==> src/rtl/pirq_route_table.sv <==
module pirq_route_table #(
  parameter int ADDR_W        = 16,
  parameter int WIN_BYTES     = 32,
  parameter int FIRST_DEV     = 25,
  parameter int NUM_DEV       = 7,
  parameter int FIXED_DEV     = 30,
  parameter int FIELD_W       = 4,
  parameter logic [15:0] DEFAULT_ROUTE = 16'h3210
) (
  input  logic              clk,
  input  logic              rst_n,
  input  logic              wr_en,
  input  logic              rd_en,
  input  logic [ADDR_W-1:0] addr,
  input  logic [2:0]        len,
  input  logic [31:0]       wdata,
  output logic [31:0]       rdata,
  input  logic [4:0]        lk_slot,
  input  logic [1:0]        lk_pin,
  output logic [2:0]        lk_pirq
);
  localparam int WIN_AW     = $clog2(WIN_BYTES);
  localparam int WORD_W     = 4 * FIELD_W;
  localparam int WORD_BYTES = WORD_W / 8;
  localparam int STRIDE     = 4;
  localparam int FIXED_IDX  = FIXED_DEV - FIRST_DEV;
  localparam int IDX_W      = $clog2(NUM_DEV);

  logic [WORD_W-1:0] route_q [NUM_DEV];
  logic [7:0]        win_b   [WIN_BYTES];

  logic [WIN_AW-1:0] base;
  logic [WIN_AW:0]   span;
  logic [WIN_AW:0]   reach;
  logic              unused_addr_hi;

  assign base           = addr[WIN_AW-1:0];
  assign unused_addr_hi = ^addr[ADDR_W-1:WIN_AW];
  assign reach          = {1'b0, base} + (WIN_AW+1)'(len);
  assign span           = (int'(reach) > WIN_BYTES) ? (WIN_AW+1)'(WIN_BYTES - int'(base))
                                                    : (WIN_AW+1)'(len);

  always_comb begin
    for (int b = 0; b < WIN_BYTES; b++) win_b[b] = '0;
    for (int j = 0; j < NUM_DEV; j++)
      for (int h = 0; h < WORD_BYTES; h++)
        win_b[STRIDE*j + h] = route_q[j][8*h +: 8];
  end

  always_ff @(posedge clk) begin
    if (!rst_n) begin
      for (int j = 0; j < NUM_DEV; j++)
        route_q[j] <= (j == FIXED_IDX) ? '0 : WORD_W'(DEFAULT_ROUTE);
    end else if (wr_en) begin
      for (int j = 0; j < NUM_DEV; j++)
        for (int h = 0; h < WORD_BYTES; h++)
          if (j != FIXED_IDX &&
              STRIDE*j + h >= int'(base) &&
              STRIDE*j + h <  int'(base) + int'(span))
            route_q[j][8*h +: 8] <= wdata[8*(STRIDE*j + h - int'(base)) +: 8];
    end
  end

  logic [31:0] rd_next;
  always_comb begin
    rd_next = '0;
    for (int i = 0; i < 4; i++)
      if (i < int'(span))
        rd_next[8*i +: 8] = win_b[WIN_AW'(int'(base) + i)];
  end

  always_ff @(posedge clk) begin
    if (!rst_n)     rdata <= '0;
    else if (rd_en) rdata <= rd_next;
  end

  logic             in_regs;
  logic [4:0]       rel;
  logic [IDX_W-1:0] idx;
  logic [1:0]       rot;
  logic [2:0]       field;

  assign in_regs = int'(lk_slot) >= FIRST_DEV && int'(lk_slot) < FIRST_DEV + NUM_DEV;
  assign rel     = lk_slot - 5'(FIRST_DEV);
  assign idx     = in_regs ? rel[IDX_W-1:0] : '0;
  assign field   = route_q[idx][FIELD_W*lk_pin +: 3];
  assign rot     = lk_slot[1:0] + lk_pin;

  assign lk_pirq = (int'(lk_slot) == FIXED_DEV) ? {1'b1, lk_pin} :
                   in_regs                      ? field          :
                                                  {1'b1, rot};
endmodule


==> config.mk <==
export PLATFORM = sky130hd
export DESIGN_NAME = pirq_route_table
export DESIGN_NICKNAME = d
export VERILOG_FILES = /design/src/rtl/pirq_route_table.sv
export SDC_FILE = /design/constraint.sdc
export NUM_CORES = 1
export LEC_CHECK = 0
export CORE_ASPECT_RATIO = 1.2
export CORE_MARGIN = 10
export CORE_UTILIZATION = 25
export DETAILED_ROUTE_END_ITERATION = 8
export PLACE_DENSITY_LB_ADDON = 0.08
export RECOVER_POWER = 100
export SYNTH_ARGS = -nofsm -noshare
export SYNTH_HDL_FRONTEND = slang
export SYNTH_SLANG_ARGS = --single-unit
==> constraint.sdc <==
create_clock -name clk -period 6.79 [get_ports clk]
set_clock_uncertainty 0.15 [all_clocks]
set_input_delay 2.037 -clock clk [delete_from_list [all_inputs] [get_ports clk]]
set_output_delay 2.037 -clock clk [all_outputs]
set_load 0.02 [all_outputs]
**After elaboration in Yosys (flattened, before gate mapping)**

Memory sizes are Yosys's and may differ from the RTL's.
Index checks and enable logic that the tools add are counted.

- Bits in registers: 32
- Memory bits (writable): 112
- Bits of input ports: 62
- Output and inout port bits: 35
- Logic and storage cells: 179
- Memories kept: 1

- Add/sub/neg operators: 20
- Order comparisons: 34
- Equal/unequal tests: 1
- Shift operators: 13
- Multiplexer cells: 81
- Bitwise operators: 16
- Reductions and logical operators: 12

Memory list:

| memory | depth | width | read ports | clocked after Yosys merged registers in | write ports | RTL line | RTL |
|---|---|---|---|---|---|---|---|
| route_q | 7 | 16 | 8 | 0 | 7 | 29 | `logic [WORD_W-1:0] route_q [NUM_DEV];` |

Operator list:

| kind | number |
|---|---|
| variable part select 32 x 9 -> 8 bit | 12 |
| 2-to-1 mux 8 bit | 24 |
| binary-select mux 8 bit (select 5 bit) | 4 |
| < comparator 5 x 32 -> 1 bit, first input constant | 4 |
| < comparator 6 x 32 -> 1 bit, first input constant | 3 |
| < comparator 4 x 32 -> 1 bit, first input constant | 2 |
| 2-to-1 mux 1 bit | 49 |
| < comparator 1 x 32 -> 1 bit, first input constant | 1 |
| < comparator 2 x 32 -> 1 bit, first input constant | 1 |
| greater-or-equal comparator 5 x 6 -> 1 bit, second input constant | 4 |
| subtractor 4 x 5 -> 6 bit, first input constant | 4 |
| subtractor 5 x 5 -> 6 bit, first input constant | 4 |
| greater-or-equal comparator 4 x 5 -> 1 bit, first input constant | 4 |
| greater-or-equal comparator 5 bit, first input constant | 4 |
| inverter 5 bit | 4 |
| variable part select 16 x 5 -> 3 bit | 1 |
| logical AND 1 bit | 12 |
| < comparator 1 x 6 -> 1 bit, first input constant | 2 |
| < comparator 2 x 6 -> 1 bit, first input constant | 2 |
| bitwise OR 1 bit | 12 |
| subtractor 1 x 5 -> 6 bit, first input constant | 2 |
| subtractor 3 x 5 -> 6 bit, first input constant | 2 |
| adder 5 x 2 -> 5 bit, second input constant | 2 |
| greater-or-equal comparator 1 x 5 -> 1 bit, first input constant | 2 |
| other kinds (13) | 16 |

**Longest topological paths before layout**

- Word-level depth: 11
- Depth in mapped cells: 18
- Mapped depth without buffers: 15

**Least setup slack after synthesis**

No wires, ideal clock.

- Path kind: input-to-output
- Start: in lk_slot[0]
- End: out lk_pirq[1]
- Data arrival time: 4.287 ns
- Required time: 4.603 ns
- Setup slack: 0.316 ns
- Stages on the path: 10
- Buffers on the path: 4
- Path through: clkbuf_1 -> inv_1 -> ha_1 -> buf_2 -> buf_1 -> buf_1 -> mux2i_1 -> o2111ai_1 -> a31oi_1 -> o211ai_1

- Word-level cells in the longest chain between the ends: 6
- Elaborated cells between the ends (all ways): 9
- Those cells by class: add/sub (2); order compare (1); eq/ne (1); shift (1); mux (3); memory (1)

Ends and longest elaborated chain:

| item | RTL line | RTL |
|---|---|---|
| start, declared | 18 | `input logic [4:0] lk_slot,` |
| greater-or-equal comparator 5 bit / subtractor 3 x 1 -> 3 bit (equally long branches) | 83, 84 |  |
| 2-to-1 mux 3 bit | 85 | `assign idx = in_regs ? rel[IDX_W-1:0] : '0;` |
| memory read (7 x 16 bit) | -- |  |
| variable part select 16 x 5 -> 3 bit | 86 | `assign field = route_q[idx][FIELD_W*lk_pin +: 3];` |
| 2-to-1 mux 3 bit | 90 | `in_regs ? field :` |
| 2-to-1 mux 3 bit (*) | 89 | `assign lk_pirq = (int'(lk_slot) == FIXED_DEV) ? {1'b1, lk_pin} :` |
| end, declared | 20 | `output logic [2:0] lk_pirq` |

Mark *: on every way between the ends. The rest lies on a longest branch, timed or not.

**Worst setup path after layout**

- Start: in lk_slot[0]
- End: out lk_pirq[0]

The elaborated chain is that of the path after synthesis.

==> impl_metrics.json <==
{
  "outcome": "complete, but fails checks",
  "failed_checks": "capacitance limit, slew limit",
  "place.port_buffers": 85,
  "cts.path.max_buffers": 2,
  "grt.met1_usage_pct": 23.73,
  "grt_antenna_before_repair": 1,
  "grt.overflow.total": 0,
  "gr-usage-all-layers_pct": 19.33,
  "drt_iter0_drc": 764,
  "horizontal_die_dimension_microns": 210.0,
  "fillerInstances": 4547,
  "clk_transition_reported_paths_ps": 60,
  "drtPass1Iterations": 8,
  "core_area_sq_mm": 0.04279,
  "syn_warnings": 0,
  "grt_setup_unrepaired": "yes",
  "ant_nets": 0,
  "syn_inst": 1121,
  "synth_top_flop_cell": "sky130_fd_sc_hd__edfxtp_1",
  "antenna_cells_inserted": 0,
  "power.density_cell_area_mw_per_mm2": 208.7,
  "globalRouteMet3Util_pct": 2.326,
  "dp.final_hpwl_microns": 39880,
  "ctsRootBufferMaster": "sky130_fd_sc_hd__clkbuf_16",
  "chipHeight_microns": 248.0,
  "timing.final.max_slew_violations": 11,
  "cts_made_buffers": 17,
  "met2_demand_to_capacity_share_in_global_routing_pct": 33.23,
  "num_vias": 10295,
  "die_area_sq_mm": 0.05206,
  "final_weighted_congestion_in_routability_driven_placement": 0.9099,
  "place.detailed.instances": 1775,
  "viasPerCell": 5.700,
  "fin_cells": 1806,
  "crit_path_start_kind": "input pin",
  "routed_wire_length_per_instance_microns": 28.36,
  "io-pin-count": 97,
  "fin_hold_ws_ps": 288.4,
  "grt_start_max_net_pins": 69,
  "type_of_the_worst_min_delay_path": "flip-flop to flip-flop",
  "drv.max_cap_violation_count": 1,
  "seq_area_sq_mm": 0.003523,
  "slew_headroom_pct": -14.68,
  "netlist-cell-type-count": 85,
  "multi_input_comb_area_sq_mm": 0.006832,
  "endpoint_kind": "output port",
  "fmaxAchievable_mhz": 148.4,
  "fp-row-count": 83,
  "yosys-top-cells-count": "sky130_fd_sc_hd__nand2_1 (153), sky130_fd_sc_hd__edfxtp_1 (96), sky130_fd_sc_hd__mux2i_1 (84), sky130_fd_sc_hd__nor2_1 (65), sky130_fd_sc_hd__a21oi_1 (62)",
  "synth.net_count": 1202,
  "netlist.top_cell.by_area": "sky130_fd_sc_hd__edfxtp_1",
  "async_reset_ff_share_pct": 0,
  "cts-hold-fix-buffers": 0,
  "tritoncts_num_sinks": 128,
  "mapped_area_sq_mm": 0.01083,
  "worst_skew_pair.late_latency_ps": 440,
  "cp.required_ps": 4600,
  "yosys.cell_count.top_type": "sky130_fd_sc_hd__nand2_1",
  "period_share_pct": 99.21,
  "yosysSeqAreaShare_pct": 32.55,
  "h-tree-depth": 4,
  "yosys.area.top_type_share_pct": 26.63,
  "timing.final.crit_period_ps": 6737,
  "area_delta_synth_final_pct": 22.09,
  "synth.avg_cell_area_sq_um": 9.657,
  "critical_path.max_fanout": 11,
  "via_count_of_the_first_global_routing_pass": 10225,
  "worst-slew-pin-transition_ps": 1708,
  "route.detailed.drc": 0,
  "ys_top_cells_by_area": "sky130_fd_sc_hd__edfxtp_1 (27%), sky130_fd_sc_hd__mux4_2 (11%), sky130_fd_sc_hd__mux2i_1 (7.8%)",
  "nets": 1323,
  "floorplan.initialDensity_pct": 25.30,
  "crit_arrival_ps": 4550,
  "postRouteWirelength_microns": 51220,
  "timing.setup.critical_path_class": "input pin to output port",
  "top_usage_layer": "met2",
  "final-setup-viol-count": 0,
  "proportion_of_layout_cells_with_a_drive_suffix_above_1_pct": 18.42,
  "grt_pass1_wl_microns": 74060,
  "clock_tree_from_tritoncts": "built",
  "synth.ff_latch_count": 128,
  "count_of_flip_flops_with_a_built_in_enable_after_synthesis": 96,
  "hold_viol_final": 0,
  "power.ir.vdd_worst_uv": 123.6,
  "leakage_nw": 4.892
}
## what timing repair did
action,in CTS,in global routing
gates resized for setup,16,7
setup buffers,0,0
endpoints found under the setup margin,3,3
## worst max-delay path, cell delays in order
cell and delay [ps]:
sky130_fd_sc_hd__clkdlybuf4s50_1 500, sky130_fd_sc_hd__inv_1 70, sky130_fd_sc_hd__ha_1 360, sky130_fd_sc_hd__buf_12 180
sky130_fd_sc_hd__buf_4 180, sky130_fd_sc_hd__inv_1 90, sky130_fd_sc_hd__buf_4 130, sky130_fd_sc_hd__nand2_1 50
sky130_fd_sc_hd__a311o_1 330, sky130_fd_sc_hd__a311o_1 270, sky130_fd_sc_hd__nand3_1 80, sky130_fd_sc_hd__clkdlybuf4s15_2 270
## worst paths after layout
path / cells after the start / start / slack (ps) / end
worst max register to register: 5 / route_q[2][11] / 4510 / rdata[19]
worst min-delay path: 2 / rdata[16] / 290 / rdata[16]
worst min register to register: 2 / rdata[16] / 290 / rdata[16]
worst max-delay path: 12 / lk_slot[0] / 50 / lk_pirq[0]
## kinds of logic after synthesis
group | count (synthesis) | share of synthesized area, %
fa+ha+maj | 19 | 2.335
xor+xnor | 24 | 2.462
buf+inv | 101 | 4.485
simple gates | 387 | 16.90
compound gates | 302 | 20.09
flops | 128 | 32.55
mux | 160 | 21.19
## power breakdown
group	switching (W)	total [W]	internal (W)
registers	0.000141	0.00106	0.000918
clock network	0.000393	0.000864	0.000471
logic	0.000484	0.000835	0.000350
total	0.00102	0.00276	0.00174
## through the flow
stage               TNS [ps]  utilization, %  instance area (sq um)  power, W  setup WS, ps
finish                     0           30.89                  13220  0.002758         53.31
global route           -1538           30.89                  13220  0.002865        -95.55
detailed placement     -1217           29.80                  12750  0.001916        -423.0
global placement       -1174           29.80                  12750  0.001915        -439.1
CTS                        0           31.07                  13290  0.002776         6.433
floorplan                  0               -                  10830  0.001512         315.8
## state kept, by name (all words and copies together) (netlist names)
register	flops
route_q	96
rdata	32
## placed cells by master, fill, tap and decap left out, types with 6 or more instances in the layout
cell type / count
sky130_fd_sc_hd__nand2_1: 152
sky130_fd_sc_hd__a21oi_1: 62
sky130_fd_sc_hd__mux4_2: 53
sky130_fd_sc_hd__mux2i_1: 84
sky130_fd_sc_hd__nor3_1: 14
sky130_fd_sc_hd__mux2_2: 23
sky130_fd_sc_hd__nand2b_1: 15
sky130_fd_sc_hd__dfxtp_1: 32
sky130_fd_sc_hd__and2_0: 6
sky130_fd_sc_hd__nor2_1: 64
sky130_fd_sc_hd__buf_4: 79
sky130_fd_sc_hd__nand3_1: 42
sky130_fd_sc_hd__nand4_1: 6
sky130_fd_sc_hd__edfxtp_1: 96
sky130_fd_sc_hd__dlygate4sd3_1: 33
sky130_fd_sc_hd__clkbuf_2: 7
sky130_fd_sc_hd__and2_1: 12
sky130_fd_sc_hd__ha_1: 17
sky130_fd_sc_hd__a211oi_1: 22
sky130_fd_sc_hd__o221ai_1: 21
sky130_fd_sc_hd__o22ai_1: 11
sky130_fd_sc_hd__a22oi_1: 13
sky130_fd_sc_hd__and3_1: 29
sky130_fd_sc_hd__o21ai_0: 63
sky130_fd_sc_hd__xor2_1: 7
sky130_fd_sc_hd__clkbuf_1: 12
sky130_fd_sc_hd__clkbuf_16: 17
sky130_fd_sc_hd__clkdlybuf4s50_1: 47
sky130_fd_sc_hd__a311oi_1: 8
sky130_fd_sc_hd__a311o_1: 11
sky130_fd_sc_hd__a31oi_1: 7
sky130_fd_sc_hd__or2_2: 6
sky130_fd_sc_hd__nor2b_1: 18
sky130_fd_sc_hd__a221oi_1: 20
sky130_fd_sc_hd__inv_1: 17
sky130_fd_sc_hd__xnor2_1: 11
## cell type report
class / count / share of cell area, %
multi-input cells: 892 / 51.69
repair buffers: 184 / 11.82
clock inverters: 13 / 0.8142
inverters: 19 / 0.5396
well taps: 552 / 5.226
flip-flops and latches: 128 / 26.66
clock buffers: 18 / 3.247
## layer usage
metal | vias to the layer above | part of all wire (%) | wire length (microns)
met3 | 69 | 3.9 | 1991
met4 | 0 | 4.2 | 2162
met5 | - | 0 | 0
li1 | 4605 | - | -
met2 | 364 | 49 | 25340
met1 | 5257 | 42 | 21730
No activity file was read; power rests on OpenSTA's default activity.
